==> config.mk <==
export PLATFORM = sky130hd
export DESIGN_NAME = spi_stream_slave
export DESIGN_NICKNAME = d
export VERILOG_FILES = /design/src/rtl/spi_stream_pkg.sv /design/src/rtl/spi_in_sync.sv /design/src/rtl/spi_edge_sel.sv /design/src/rtl/spi_bit_fsm.sv /design/src/rtl/spi_stream_slave.sv
export SDC_FILE = /design/constraint.sdc
export NUM_CORES = 1
export LEC_CHECK = 0
export ABC_AREA = 1
export BUFFER_PORTS_ARGS = -buffer_cell sky130_fd_sc_hd__buf_2
export CAP_MARGIN = 20
export CORE_MARGIN = 2
export CORE_UTILIZATION = 45
export CTS_BUF_LIST = sky130_fd_sc_hd__clkbuf_8
export DETAILED_ROUTE_END_ITERATION = 7
export REMOVE_ABC_BUFFERS = 1
export SYNTH_ARGS = -nofsm -noshare
export SYNTH_HDL_FRONTEND = slang
export SYNTH_SLANG_ARGS = --single-unit
==> constraint.sdc <==
create_clock -name clk -period 3.87 [get_ports clk]
set_clock_uncertainty 0.05 [all_clocks]
set_input_delay 0.387 -clock clk [delete_from_list [all_inputs] [get_ports clk]]
set_output_delay 0.387 -clock clk [all_outputs]
set_load 0.1 [all_outputs]
==> src/rtl/spi_stream_pkg.sv <==
package spi_stream_pkg;
    typedef enum logic [1:0] {
        LNK_IDLE   = 2'b00,
        LNK_ARMED  = 2'b01,
        LNK_STREAM = 2'b10
    } lnk_state_t;
endpackage

==> src/rtl/spi_in_sync.sv <==
module spi_in_sync #(
    parameter int           N       = 3,
    parameter int           STAGES  = 2,
    parameter logic [N-1:0] RST_VAL = '0
) (
    input  logic         clk,
    input  logic         rst_n,
    input  logic [N-1:0] d,
    output logic [N-1:0] q
);
    logic [STAGES-1:0][N-1:0] chain;

    always_ff @(posedge clk or negedge rst_n) begin
        if (!rst_n) begin
            for (int i = 0; i < STAGES; i++) chain[i] <= RST_VAL;
        end else begin
            chain[0] <= d;
            for (int i = 1; i < STAGES; i++) chain[i] <= chain[i-1];
        end
    end

    assign q = chain[STAGES-1];
endmodule

==> src/rtl/spi_edge_sel.sv <==
module spi_edge_sel (
    input  logic clk,
    input  logic rst_n,
    input  logic sck_s,
    input  logic cpol,
    input  logic cpha,
    output logic smp_ev,
    output logic chg_ev
);
    logic sck_d;
    logic rise, fall, lead, trail;

    always_ff @(posedge clk or negedge rst_n) begin
        if (!rst_n) sck_d <= 1'b0;
        else        sck_d <= sck_s;
    end

    assign rise  = sck_s & ~sck_d;
    assign fall  = sck_d & ~sck_s;
    assign lead  = cpol ? fall : rise;
    assign trail = cpol ? rise : fall;

    assign smp_ev = cpha ? trail : lead;
    assign chg_ev = cpha ? lead  : trail;
endmodule

==> src/rtl/spi_bit_fsm.sv <==
module spi_bit_fsm
    import spi_stream_pkg::*;
#(
    parameter int W  = 8,
    localparam int CW = (W > 1) ? $clog2(W) : 1
) (
    input  logic          clk,
    input  logic          rst_n,
    input  logic          sel_act,
    input  logic          smp_ev,
    input  logic          chg_ev,
    input  logic          cpha,
    output logic          take_bit,
    output logic          word_end,
    output logic          tx_load,
    output logic          tx_shift,
    output logic          use_sh,
    output lnk_state_t    st,
    output logic [CW-1:0] smp_idx
);
    localparam logic [CW-1:0] LAST = CW'(W - 1);

    lnk_state_t    state_q, state_d;
    logic          use_sh_q;
    logic [CW-1:0] smp_cnt, chg_cnt;
    logic          cnt_clr, pick_load, smp_last, chg_last;

    assign smp_last  = (smp_cnt == LAST);
    assign chg_last  = (chg_cnt == LAST);
    assign pick_load = cpha ? (chg_cnt == '0) : chg_last;

    // state register and registered output-mux select
    always_ff @(posedge clk or negedge rst_n) begin
        if (!rst_n) begin
            state_q  <= LNK_IDLE;
            use_sh_q <= 1'b0;
        end else begin
            state_q  <= state_d;
            use_sh_q <= (state_d == LNK_STREAM);
        end
    end

    // transitions
    always_comb begin
        unique case (state_q)
            LNK_IDLE:   state_d = sel_act ? LNK_ARMED : LNK_IDLE;
            LNK_ARMED:  state_d = !sel_act ? LNK_IDLE :
                                  (chg_ev ? LNK_STREAM : LNK_ARMED);
            LNK_STREAM: state_d = sel_act ? LNK_STREAM : LNK_IDLE;
            default:    state_d = LNK_IDLE;
        endcase
    end

    // outputs, every one assigned in every state
    always_comb begin
        unique case (state_q)
            LNK_IDLE: begin
                take_bit = 1'b0;
                word_end = 1'b0;
                tx_load  = 1'b0;
                tx_shift = 1'b0;
                cnt_clr  = 1'b1;
            end
            LNK_ARMED: begin
                take_bit = sel_act & smp_ev;
                word_end = sel_act & smp_ev & smp_last;
                tx_load  = sel_act & chg_ev & pick_load;
                tx_shift = sel_act & chg_ev & ~pick_load;
                cnt_clr  = ~sel_act;
            end
            LNK_STREAM: begin
                take_bit = sel_act & smp_ev;
                word_end = sel_act & smp_ev & smp_last;
                tx_load  = sel_act & chg_ev & pick_load;
                tx_shift = sel_act & chg_ev & ~pick_load;
                cnt_clr  = ~sel_act;
            end
            default: begin
                take_bit = 1'b0;
                word_end = 1'b0;
                tx_load  = 1'b0;
                tx_shift = 1'b0;
                cnt_clr  = 1'b1;
            end
        endcase
    end

    // bit-state counters, cycling 0..W-1 while the clock runs
    always_ff @(posedge clk or negedge rst_n) begin
        if (!rst_n) begin
            smp_cnt <= '0;
            chg_cnt <= '0;
        end else if (cnt_clr) begin
            smp_cnt <= '0;
            chg_cnt <= '0;
        end else begin
            if (take_bit)            smp_cnt <= smp_last ? '0 : smp_cnt + 1'b1;
            if (tx_load | tx_shift)  chg_cnt <= chg_last ? '0 : chg_cnt + 1'b1;
        end
    end

    assign use_sh  = use_sh_q;
    assign st      = state_q;
    assign smp_idx = smp_cnt;
endmodule

==> src/rtl/spi_stream_slave.sv <==
module spi_stream_slave
    import spi_stream_pkg::*;
#(
    parameter int W = 8
) (
    input  logic         clk,
    input  logic         rst_n,
    input  logic         cpol_i,
    input  logic         cpha_i,
    input  logic         sck_i,
    input  logic         ssel_n_i,
    input  logic         mosi_i,
    output logic         miso_o,
    input  logic         wr_en_i,
    input  logic [W-1:0] wr_data_i,
    output logic         data_req_o,
    output logic [W-1:0] rx_data_o,
    output logic         rx_valid_o,
    output logic         tx_done_o
);
    localparam int CW = (W > 1) ? $clog2(W) : 1;

    logic          ssel_s, sck_s, mosi_s;
    logic          smp_ev, chg_ev;
    logic          take_bit, word_end, tx_load, tx_shift, use_sh;
    lnk_state_t    st;
    logic [CW-1:0] smp_idx;
    logic [W-1:0]  tx_buf, tx_sh, rx_sh, rx_next, sh_src;
    logic          req_q, valid_q, done_q;
    logic [W-1:0]  rx_q;

    spi_in_sync #(.N(3), .STAGES(2), .RST_VAL(3'b100)) u_sync (
        .clk   (clk),
        .rst_n (rst_n),
        .d     ({ssel_n_i, sck_i, mosi_i}),
        .q     ({ssel_s, sck_s, mosi_s})
    );

    spi_edge_sel u_edge (
        .clk    (clk),
        .rst_n  (rst_n),
        .sck_s  (sck_s),
        .cpol   (cpol_i),
        .cpha   (cpha_i),
        .smp_ev (smp_ev),
        .chg_ev (chg_ev)
    );

    spi_bit_fsm #(.W(W)) u_fsm (
        .clk      (clk),
        .rst_n    (rst_n),
        .sel_act  (~ssel_s),
        .smp_ev   (smp_ev),
        .chg_ev   (chg_ev),
        .cpha     (cpha_i),
        .take_bit (take_bit),
        .word_end (word_end),
        .tx_load  (tx_load),
        .tx_shift (tx_shift),
        .use_sh   (use_sh),
        .st       (st),
        .smp_idx  (smp_idx)
    );

    assign sh_src  = use_sh ? tx_sh : tx_buf;
    assign rx_next = (rx_sh << 1) | W'(mosi_s);

    always_ff @(posedge clk or negedge rst_n) begin
        if (!rst_n) begin
            tx_buf  <= '0;
            tx_sh   <= '0;
            rx_sh   <= '0;
            rx_q    <= '0;
            valid_q <= 1'b0;
            done_q  <= 1'b0;
            req_q   <= 1'b0;
        end else begin
            if (wr_en_i)       tx_buf <= wr_data_i;
            if (tx_load)       tx_sh  <= tx_buf;
            else if (tx_shift) tx_sh  <= sh_src << 1;
            if (take_bit)      rx_sh  <= rx_next;
            if (word_end)      rx_q   <= rx_next;
            valid_q <= word_end;
            done_q  <= word_end;
            req_q   <= tx_load | (tx_shift & ~use_sh);
        end
    end

    assign miso_o     = use_sh ? tx_sh[W-1] : tx_buf[W-1];
    assign rx_data_o  = rx_q;
    assign rx_valid_o = valid_q;
    assign tx_done_o  = done_q;
    assign data_req_o = req_q;
endmodule

==> Implementation_results.wiki <==
{| class="wikitable"
! Metric !! Value
|-
| Outcome || finished, final reports clean
|-
| Xor/xnor cell area share of the yosys netlist || 0
|-
| Post-Synth Simple-Gate Area || 0.274
|-
| Multi-input combinational cell area || 907 um2
|-
| GR Overflow Total || 0
|-
| Final critical-path setup slack || 1.71 ns
|-
| Synth-to-layout area growth || 11.4%
|-
| Top achievable clock speed || 462 MHz
|-
| Number of pins with negative max-slew slack in the final report || 0
|-
| Dominant cell type by area after synthesis || sky130_fd_sc_hd__dfrtp_1
|-
| Number of placement rows || 26
|-
| Horiz. Die Dim || 75.6 um
|-
| Final antenna diode count || 0
|-
| Cell Area, Synth || 2300 um2
|-
| Clock tree from TritonCTS || done
|-
| GR Util All Layers || 0.151
|-
| Max H-tree Level || 2
|-
| DRT Pass-1 Iters || 4
|-
| Maximum number of pins on one net before global-route repair || 50
|-
| Path type of the worst setup path || reg -> reg
|-
| Sequential share of the synthesized area || 0.533
|-
| Fill cell instance count of the final layout || 499
|-
| Top cell type's share of synthesized area || 0.510
|-
| Main combinational cell family by area after synthesis || simple AND/OR/NAND/NOR gates
|-
| Post-route minimum period || 2.16 ns
|-
| Port Buffer Count || 27
|-
| Met1 capacity usage during global routing || 0.229
|-
| Most frequent cells after synthesis || sky130_fd_sc_hd__nand2_1, sky130_fd_sc_hd__dfrtp_1, sky130_fd_sc_hd__o21ai_0
|-
| Clock tree buffer depth || 2
|-
| Post-layout nets || 303
|-
| Final routed wirelength across all metal layers || 3.76 mm
|-
| Worst Hold Slack || 0.118 ns
|-
| Number of endpoints with negative hold slack in the final report || 0
|-
| Yosys warning count || 0
|-
| Cell with the most instances after synthesis || sky130_fd_sc_hd__nand2_1
|-
| MaxCap Viol Count || 0
|-
| Hold WC Path Type || in -> async
|-
| Core outline area || 5010 um2
|-
| Number of cells in the design after placement || 341
|-
| Adder and majority gate portion of the synthesized area || 0.0489
|-
| Post-route setup TNS || 0 ns
|-
| Endpoint class of the critical path || flop
|-
| Ports placed on the boundary || 28
|-
| CTS root buffer || sky130_fd_sc_hd__clkbuf_8
|-
| Critical Path Start Type || flop
|-
| Clock transition at the register clock pins on the worst setup and hold paths after CTS || 0.09 ns
|-
| Area of the die || 5710 um2
|-
| Portion of netlist area occupied by mux cells || 0
|-
| Clock latency of the later-clocked register in the worst-skew pair || 0.30 ns
|-
| Yosys cell types || 25
|-
| Reg-to-Reg Start || u_fsm.st[0]
|-
| Detailed-route vias per instance || 4.53
|-
| Starting Density || 0.460
|-
| Critical path fanouts, max || 13
|-
| Tightest Pin Transition || 0.610 ns
|-
| Post-DR wirelength/cell || 10.8 um
|-
| Routability Congestion || 0.717
|-
| Period utilisation layout || 0.559
|-
| Worst slew margin || 0.593
|-
| Dpl cell area || 2460 um2
|-
| DRC violations left || 0
|-
| Count of final setup violators || 0
|-
| Most frequently used flop master after synthesis || sky130_fd_sc_hd__dfrtp_1
|-
| Number of instances in the synthesized netlist || 251
|-
| Footprint of the flip-flops and latches || 1230 um2
|-
| Number of standard cells in the layout, taps in and fillers out || 348
|-
| Endpoint of the worst register-to-register path || tx_sh[0]
|-
| Place WS || 1.66 ns
|-
| Post-CTS setup repair buffer count || 0
|-
| Antenna violations before repair || 0
|-
| Peak VDD IR || 0.000221 V
|-
| Number of global-route vias before repair || 1405
|-
| Final core utilization || 0.512
|-
| Unrepaired setup endpoints after global routing || false
|-
| Number of flops mapped to enable cells by yosys || 0
|-
| Post-Synthesis Mean Instance Area || 9.18 um2
|-
| Async set-or-reset flop fraction in the synthesized netlist || 1.00
|-
| Met3 usage in global routing || 0.0437
|-
| Met2 demand-to-capacity share in global routing || 0.213
|-
| Static leakage power || 1.41 nW
|-
| Synthesized-area fraction occupied by ao, oa, aoi and oai cells || 0.0706
|-
| First-pass GRT wire length || 6.52 mm
|-
| Total chip power || 1.18 mW
|-
| Synth Register Bits || 49
|-
| Required time of the critical path || 4.04 ns
|-
| TritonCTS buffer count || 5
|-
| Number of sinks handled by clock tree synthesis || 49
|-
| Post-route ant nets || 0
|-
| Half-perimeter wire length after detailed placement || 2.61 mm
|-
| Total number of vias || 1577
|-
| Register-to-Register Path Depth || 6
|-
| Setup slack of the most critical reg-to-reg path || 1.71 ns
|-
| Resize count post-CTS || 0
|-
| Initial drt markers || 120
|-
| Power density over the cells || 458 nW/um2
|-
| Die height || 75.6 um
|-
| Final instance area || 2570 um2
|-
| Data arrival time at the worst-slack endpoint || 2.33 ns
|-
| Number of buffers inserted by hold repair at cts || 0
|-
| Most heavily used metal layer in global routing || met1
|-
| Cells taking the most area after synthesis || sky130_fd_sc_hd__dfrtp_1, sky130_fd_sc_hd__nand2_1, sky130_fd_sc_hd__o21ai_0, sky130_fd_sc_hd__ha_1, sky130_fd_sc_hd__nand3_1
|-
| Layout cell share with drive strength beyond 1 || 0.198
|}
==> how the worst max path moves through the flow <==
stage / startpoint / end / slack [ns] / cells after the start
after detailed placement: u_fsm.st[0] / tx_sh[0] / 1.66 / 6
after floorplan: u_fsm.use_sh / miso_o / 0.92 / 1
final: u_fsm.st[0] / tx_sh[0] / 1.71 / 6
after global routing: u_fsm.st[0] / data_req_o / 1.44 / 6
after CTS: u_fsm.st[0] / tx_sh[0] / 1.67 / 6
after global placement: u_fsm.st[0] / tx_sh[0] / 1.75 / 7
==> kinds of logic after synthesis <==
kind of cell | count (synthesis)
and+or+nand+nor | 128
AOI/OAI and AO/OA | 31
buffers and inverters | 34
DFF | 49
adders and majority gates | 9
==> sequential cells by signal, indices dropped and copies added (netlist names), 3 cells and up <==
name,count
u_sync.chain,3
rx_sh,7
u_fsm.chg_cnt,3
rx_data_o,8
tx_sh,8
u_sync.q,3
tx_buf,8
u_fsm.smp_idx,3
==> per-layer routing <==
metal / vias to the layer above / part of all wire
li1: 847 / -
met3: 2 / 0.038
met5: - / 0
met2: 27 / 0.43
met4: 0 / 0.0058
met1: 701 / 0.53
==> power by group <==
group / switching (mW) / internal [mW] / total, mW
Clock: 0.165 / 0.188 / 0.353
Sequential: 0.0504 / 0.591 / 0.642
Combinational: 0.119 / 0.0634 / 0.182
==> area by class of cell <==
cell class | count | share of cell area
repair buffers | 28 | 0.0556
inverters | 26 | 0.0380
flip-flops and latches | 49 | 0.479
clock inverters | 2 | 0.0136
well taps | 70 | 0.0341
clock buffers | 5 | 0.0268
multi-input cells | 168 | 0.353
==> layout by cell type (no fill, tap or decap) <==
cell type,count
sky130_fd_sc_hd__clkbuf_8,5
sky130_fd_sc_hd__nor2_4,3
sky130_fd_sc_hd__nand3_2,4
sky130_fd_sc_hd__nor2_8,1
sky130_fd_sc_hd__clkinv_2,1
sky130_fd_sc_hd__o21ai_0,25
sky130_fd_sc_hd__inv_1,24
sky130_fd_sc_hd__inv_2,2
sky130_fd_sc_hd__o21ai_2,1
sky130_fd_sc_hd__or2_2,1
sky130_fd_sc_hd__ha_1,9
sky130_fd_sc_hd__nand2_4,1
sky130_fd_sc_hd__buf_4,1
sky130_fd_sc_hd__a31oi_1,1
sky130_fd_sc_hd__nand3b_1,1
sky130_fd_sc_hd__buf_2,27
sky130_fd_sc_hd__o21ai_1,3
sky130_fd_sc_hd__nand2_1,90
sky130_fd_sc_hd__nand3_1,19
sky130_fd_sc_hd__dfrtp_1,47
sky130_fd_sc_hd__nor2_1,3
sky130_fd_sc_hd__bufinv_16,1
sky130_fd_sc_hd__a21boi_1,1
sky130_fd_sc_hd__nand4_4,1
sky130_fd_sc_hd__nand2_2,2
sky130_fd_sc_hd__nand3_4,2
sky130_fd_sc_hd__dfstp_2,2
==> worst max-delay path: stages (launching register included) <==
cell and delay [ns]:
sky130_fd_sc_hd__dfrtp_1 0.38, sky130_fd_sc_hd__inv_1 0.07, sky130_fd_sc_hd__ha_1 0.45, sky130_fd_sc_hd__inv_2 0.07, sky130_fd_sc_hd__nor2_4 0.32, sky130_fd_sc_hd__nand3_1 0.45, sky130_fd_sc_hd__o21ai_0 0.29
No activity file was read; power rests on OpenSTA's default activity.
